<file path="src/rtl/ilk_pkg.sv">
// Package: shared bus command encoding for the look-ahead fetch requester.
// Assumes a one-bit command field on the module bus.
package ilk_pkg;

    typedef enum logic {
        CMD_READ  = 1'b0,
        CMD_WRITE = 1'b1
    } bus_cmd_e;

endpackage

</file>
<file path="src/rtl/ilk_ret_filt.sv">
// Module: ilk_ret_filt
// Accepts a return beat only when its tag matches this module's source code
// and a fetch is outstanding. Purely combinational.
// Assumes the tag is compared on the same cycle as ret_valid_i.
module ilk_ret_filt #(
    parameter int SRC_W  = 3,
    parameter int SRC_ID = 5
) (
    input  logic             ret_valid_i,
    input  logic [SRC_W-1:0] ret_tag_i,
    input  logic             await_i,
    output logic             hit_o
);
    localparam logic [SRC_W-1:0] MY_TAG = SRC_W'(SRC_ID);

    // Qualify the beat by tag and by an outstanding fetch.
    always_comb begin
        hit_o = ret_valid_i && (ret_tag_i == MY_TAG) && await_i;
    end
endmodule

</file>
<file path="src/rtl/ilk_req_ctl.sv">
// Module: ilk_req_ctl
// Owns the low-request flop, the address register, the one-cycle send
// phase and the outstanding-fetch flag.
// Assumes fire_i is only asserted while busy_o is low.
module ilk_req_ctl #(
    parameter int AW = 16
) (
    input  logic          clk,
    input  logic          rst_n,
    input  logic          fire_i,
    input  logic [AW-1:0] pc_i,
    input  logic          grant_i,
    input  logic          rdy_i,
    input  logic          ret_hit_i,
    output logic          req_o,
    output logic          send_o,
    output logic [AW-1:0] addr_o,
    output logic          await_o,
    output logic          busy_o
);
    logic          req_q;
    logic          send_q;
    logic          await_q;
    logic [AW-1:0] addr_q;
    logic          go;

    // A low request transmits only with grant and destination ready together.
    always_comb begin
        go = req_q && grant_i && rdy_i;
    end

    // Capture the fetch address when an advance is taken.
    always_ff @(posedge clk) begin
        if (!rst_n)      addr_q <= '0;
        else if (fire_i) addr_q <= pc_i;
    end

    // Low-request flop: set on advance, cleared when the send is launched.
    always_ff @(posedge clk) begin
        if (!rst_n)      req_q <= 1'b0;
        else if (fire_i) req_q <= 1'b1;
        else if (go)     req_q <= 1'b0;
    end

    // Send phase lasts exactly one cycle after grant and ready.
    always_ff @(posedge clk) begin
        if (!rst_n) send_q <= 1'b0;
        else        send_q <= go;
    end

    // Outstanding flag: set with the send, cleared by a matching return.
    always_ff @(posedge clk) begin
        if (!rst_n)         await_q <= 1'b0;
        else if (go)        await_q <= 1'b1;
        else if (ret_hit_i) await_q <= 1'b0;
    end

    // Drive the bus outputs; the address is zeroed outside the send cycle.
    always_comb begin
        req_o   = req_q;
        send_o  = send_q;
        addr_o  = send_q ? addr_q : '0;
        await_o = await_q;
        busy_o  = req_q || await_q;
    end
endmodule

</file>
<file path="src/rtl/ilk_iregs.sv">
// Module: ilk_iregs
// Holds the next- and current-instruction registers and the look-ahead
// valid flag. Assumes fire_i and ret_hit_i never coincide (the return
// path only fires while a fetch is outstanding, which blocks fire_i).
module ilk_iregs #(
    parameter int DW = 16
) (
    input  logic          clk,
    input  logic          rst_n,
    input  logic          fire_i,
    input  logic          ret_hit_i,
    input  logic [DW-1:0] ret_data_i,
    output logic [DW-1:0] cir_o,
    output logic          nir_valid_o
);
    logic [DW-1:0] nir_q;
    logic [DW-1:0] cir_q;
    logic          nv_q;

    // Refill the next-instruction register from a matching return.
    always_ff @(posedge clk) begin
        if (!rst_n)         nir_q <= '0;
        else if (ret_hit_i) nir_q <= ret_data_i;
    end

    // Move the prefetched word into execution on an advance.
    always_ff @(posedge clk) begin
        if (!rst_n)      cir_q <= '0;
        else if (fire_i) cir_q <= nir_q;
    end

    // Valid flag: cleared by an advance, set by a loaded return.
    always_ff @(posedge clk) begin
        if (!rst_n)         nv_q <= 1'b0;
        else if (fire_i)    nv_q <= 1'b0;
        else if (ret_hit_i) nv_q <= 1'b1;
    end

    // Present the register contents.
    always_comb begin
        cir_o       = cir_q;
        nir_valid_o = nv_q;
    end
endmodule

</file>
<file path="src/rtl/ilk_fetch_top.sv">
// Module: ilk_fetch_top
// Instruction look-ahead fetch requester: advances the current/next
// instruction pair and refills the next word over the module bus with a
// low-priority read. Assumes adv_i is held by the decoder until stall_o
// is low. After reset the first advance is accepted with an empty pipeline.
module ilk_fetch_top #(
    parameter int AW     = 16,
    parameter int DW     = 16,
    parameter int SRC_W  = 3,
    parameter int SRC_ID = 5
) (
    input  logic             clk,
    input  logic             rst_n,
    input  logic             adv_i,
    input  logic [AW-1:0]    pc_i,
    output logic             stall_o,
    output logic [DW-1:0]    cir_o,
    output logic             nir_valid_o,
    output logic             bus_req_o,
    input  logic             bus_grant_i,
    input  logic             dst_rdy_i,
    output logic             bus_send_o,
    output logic [AW-1:0]    bus_addr_o,
    output logic             bus_cmd_o,
    output logic [SRC_W-1:0] bus_src_o,
    input  logic             ret_valid_i,
    input  logic [SRC_W-1:0] ret_tag_i,
    input  logic [DW-1:0]    ret_data_i
);
    import ilk_pkg::*;

    localparam logic [SRC_W-1:0] MY_TAG = SRC_W'(SRC_ID);

    logic fire;
    logic busy;
    logic await_w;
    logic ret_hit;

    // Take an advance only when no request or fetch is in flight.
    always_comb begin
        fire    = adv_i && !busy;
        stall_o = adv_i && busy;
    end

    // Fixed fields of the address phase: read command and own source tag.
    always_comb begin
        bus_cmd_o = bus_send_o ? logic'(CMD_READ) : 1'b0;
        bus_src_o = MY_TAG;
    end

    ilk_req_ctl #(.AW(AW)) u_req (
        .clk       (clk),
        .rst_n     (rst_n),
        .fire_i    (fire),
        .pc_i      (pc_i),
        .grant_i   (bus_grant_i),
        .rdy_i     (dst_rdy_i),
        .ret_hit_i (ret_hit),
        .req_o     (bus_req_o),
        .send_o    (bus_send_o),
        .addr_o    (bus_addr_o),
        .await_o   (await_w),
        .busy_o    (busy)
    );

    ilk_ret_filt #(.SRC_W(SRC_W), .SRC_ID(SRC_ID)) u_filt (
        .ret_valid_i (ret_valid_i),
        .ret_tag_i   (ret_tag_i),
        .await_i     (await_w),
        .hit_o       (ret_hit)
    );

    ilk_iregs #(.DW(DW)) u_regs (
        .clk         (clk),
        .rst_n       (rst_n),
        .fire_i      (fire),
        .ret_hit_i   (ret_hit),
        .ret_data_i  (ret_data_i),
        .cir_o       (cir_o),
        .nir_valid_o (nir_valid_o)
    );
endmodule

</file>
<file path="config.mk">
export PLATFORM = sky130hd
export DESIGN_NAME = ilk_fetch_top
export DESIGN_NICKNAME = d
export VERILOG_FILES = /design/src/rtl/ilk_pkg.sv /design/src/rtl/ilk_ret_filt.sv /design/src/rtl/ilk_req_ctl.sv /design/src/rtl/ilk_iregs.sv /design/src/rtl/ilk_fetch_top.sv
export SDC_FILE = /design/constraint.sdc
export NUM_CORES = 1
export LEC_CHECK = 0
export CAP_MARGIN = 40
export CORE_UTILIZATION = 24
export CTS_BUF_LIST = sky130_fd_sc_hd__clkbuf_2 sky130_fd_sc_hd__clkbuf_4 sky130_fd_sc_hd__clkbuf_8
export DETAILED_ROUTE_END_ITERATION = 8
export GPL_TIMING_DRIVEN = 0
export PLACE_DENSITY = 0.6
export REMOVE_ABC_BUFFERS = 1
export SLEW_MARGIN = 10
export SYNTH_ARGS = -nofsm -noshare
export SYNTH_HDL_FRONTEND = slang
export SYNTH_SLANG_ARGS = --single-unit
</file>
<file path="constraint.sdc">
create_clock -name clk -period 2.9 [get_ports clk]
set_input_delay 0.435 -clock clk [delete_from_list [all_inputs] [get_ports clk]]
set_output_delay 0.435 -clock clk [all_outputs]
set_load 0.05 [all_outputs]
</file>
==> impl_metrics.yaml <==
status:
  status: "finished with violations"
  violations: "DRC"
cts:
  root_buffer: "clkbuf_8"
  clk_pin_slew_worst_paths_ns: 0.09
  cts_tree: "built"
  clock_path_buffers: 2
  ctsHoldBuffers: 0
  insertion_delay_ns: 0.30
  post_cts.repair.setup_buffers: 0
  h-tree-depth: 2
  cts_resized: 0
  numCtsBuffers: 5
  cts_sinks: 52
synth:
  yosys-top-cells-count: "52 x dfxtp_1, 48 x mux2i_1, 35 x nand2_1"
  syn_area_per_cell_um2: 10.32
  synth_top_area_share_pct: 47.35
  ys_seq_elements: 52
  async_reset_ff_share_pct: 0
  synth_top_area_cell: "dfxtp_1"
  synthMuxAreaShare_pct: 21.86
  synth_cells: 213
  yosys.area_share.adder_pct: 0
  yosysSeqAreaShare_pct: 47.35
  synth-edff-count: 0
  yosysWarnings: 0
  synth_compound_area_share_pct: 1.081
  synth.area.top_cells: "dfxtp_1 47%, mux2i_1 22%, nor2b_1 9.4%"
  synth_top_family_by_area: "simple AND/OR/NAND/NOR gates"
  yosysUniqueCellTypes: 19
  synthesis.area_um2: 2198
  synth_most_common_cell: "dfxtp_1"
  ys.flop_type: "dfxtp_1"
  synth-xor-area-share_pct: 0
  synthSimpleGateAreaFrac_pct: 21.86
pwr:
  swShare_pct: 23.49
  ir_drop_mv: 0.2062
  internal_power_mw: 1.052
  pwr-share-clk_pct: 32.0
  pwr-share-comb_pct: 14.0
  p_leak_nw: 1.135
  pwr-share-seq_pct: 54.0
  p_switching_mw: 0.3230
  powerDensity_nw_per_um2: 443.4
timing:
  finClkSkew_ns: 0.005200
  rsz0062_at_grt: "no"
  worstMarginPinSlew_ns: 0.5252
  final-hold-violation-count: 0
  slew_headroom_pct: 64.88
  period_share_pct: 81.34
  timing.hold.ws_ns: 0.4594
  min_period_ns: 2.359
  drv_slew: 0
  fin_setup_tns_ns: 0
  setup_viol: 0
  max_freq_ghz: 0.4239
die:
  start_util_pct: 24.96
  coreArea_um2: 8806
  die-height_um: 97.71
  std_cell_rows: 34
  die_x_um: 97.71
  die-area_um2: 9546
  pin_count: 81
routing:
  first_iter_violations: 60
  dr.pass1.iters: 6
  vias_per_cell: 4.051
  wl_met3_um: 317
  postRouteAntennaNets: 0
  num_vias: 1592
  wl_per_cell_um: 11.29
  m1WireLength_mm: 2.130
  wl_mm: 4.437
  drc_errors: 18
  topRoutingLayerUsed: "met4"
  wl_met2_mm: 1.940
critical_path:
  criticalPathCategory: "flip-flop to primary output"
  critical_path_arrival_ns: 1.92
  cp-end-kind: "primary output"
  regToRegSetupSlack_ns: 1.40
  crit_path_start_kind: "flip-flop"
  worst_ep_required_time_ns: 2.47
  crit_fanout: 17
final_layout:
  syn2layout_area_growth_pct: 41.04
  fin_nets: 325
  drive_above_1_share_pct: 5.263
  n_antenna_cell: 0
placement:
  io_buffers: 76
  gp_congestion: 0.6070
  dp_hpwl_mm: 3.083
global_route:
  grt_pass1_vias: 1565
  grt_first_pass_wirelength_mm: 7.417
  grt_overflow: 0
  grt_start_max_net_pins: 41
  antenna_found_initial: 0
  grt_usage_pct: 9.705
worst_hold_path:
  holdCritPathClass: "flip-flop to flip-flop"
run:
  maxCapViolCount: 0
-- kinds of logic (layout without fill, tap and decap cells) --
group	Yosys count	count (layout)
buffers and inverters	18	88
AND/OR/NAND/NOR	89	89
other	2	4
multiplexers	48	48
AO/OA/AOI/OAI	4	4
flip-flops	52	52
-- final timing paths --
kind | from | endpoint | cells past startpoint
min reg2reg | u_regs.nir_q[7] | u_regs.nir_q[7] | 2
max reg2reg | u_req.await_o | u_req.addr_q[1] | 5
min | u_regs.nir_q[7] | u_regs.nir_q[7] | 2
max | u_req.send_o | bus_addr_o[12] | 2
-- critical path, cell delays in order (launching register included) --
cell,delay (ns)
dfxtp_1,0.62
and2_1,0.20
clkdlybuf4s50_1,0.81
-- area by class of cell --
| class | count | area (µm²) |
|---|---|---|
| fillers | 913 | 5705 |
| flip-flops and latches | 52 | 1041 |
| multi-input cells | 145 | 1006 |
| repair buffers | 80 | 820.8 |
| well taps | 108 | 135.1 |
| clock buffers | 8 | 97.59 |
-- power by group through the flow --
stage / Sequential (mW) / Combinational [mW] / Clock [mW]
after floorplan: 0.762 / 0.0926 / 0
final: 0.743 / 0.192 / 0.440
after detailed placement: 0.760 / 0.195 / 0
after global routing: 0.745 / 0.208 / 0.500
after CTS: 0.743 / 0.196 / 0.473
after global placement: 0.758 / 0.188 / 0
-- flip-flops by register name (all words and copies together) (netlist names) --
| signal | count |
|---|---|
| u_req.addr_q | 16 |
| u_req.send_o | 1 |
| u_req.await_o | 1 |
| u_req.req_o | 1 |
| u_regs.cir_o | 16 |
| u_regs.nir_valid_o | 1 |
| u_regs.nir_q | 16 |
-- through the flow --
step / worst slack (ns) / std cells / instance area [µm²] / util [%] / power [mW]
global route: 0.3892 / 393 / 3100 / 35.21 / 1.454
global placement: -1.250 / 381 / 2937 / 33.35 / 0.9463
detailed placement: 0.6178 / 385 / 3003 / 34.10 / 0.9550
finish: 0.5411 / 393 / 3100 / 35.21 / 1.375
floorplan: -0.01646 / 197 / 2041 / - / 0.8551
CTS: 0.4664 / 393 / 3100 / 35.21 / 1.411
-- metal layers --
layer  track usage [%]  up-vias
li1                  -      820
met1             12.00      710
met2             15.71       56
met3             3.669        6
met4             2.797        0
met5                 0        -
-- placed cells by master (no fill, tap or decap) --
master	count
a21oi_1	2
buf_8	3
and2_1	16
clkbuf_8	6
nor2_1	1
clkdlybuf4s50_1	75
conb_1	4
o21a_1	1
o22ai_1	1
nor3b_1	1
and2_4	1
and4b_1	1
nor2b_1	33
nor3b_4	1
dfxtp_1	52
nand2_1	35
buf_2	1
mux2i_1	48
buf_12	1
clkbuf_4	2
Note: power is estimated with default switching activity, not from simulation.
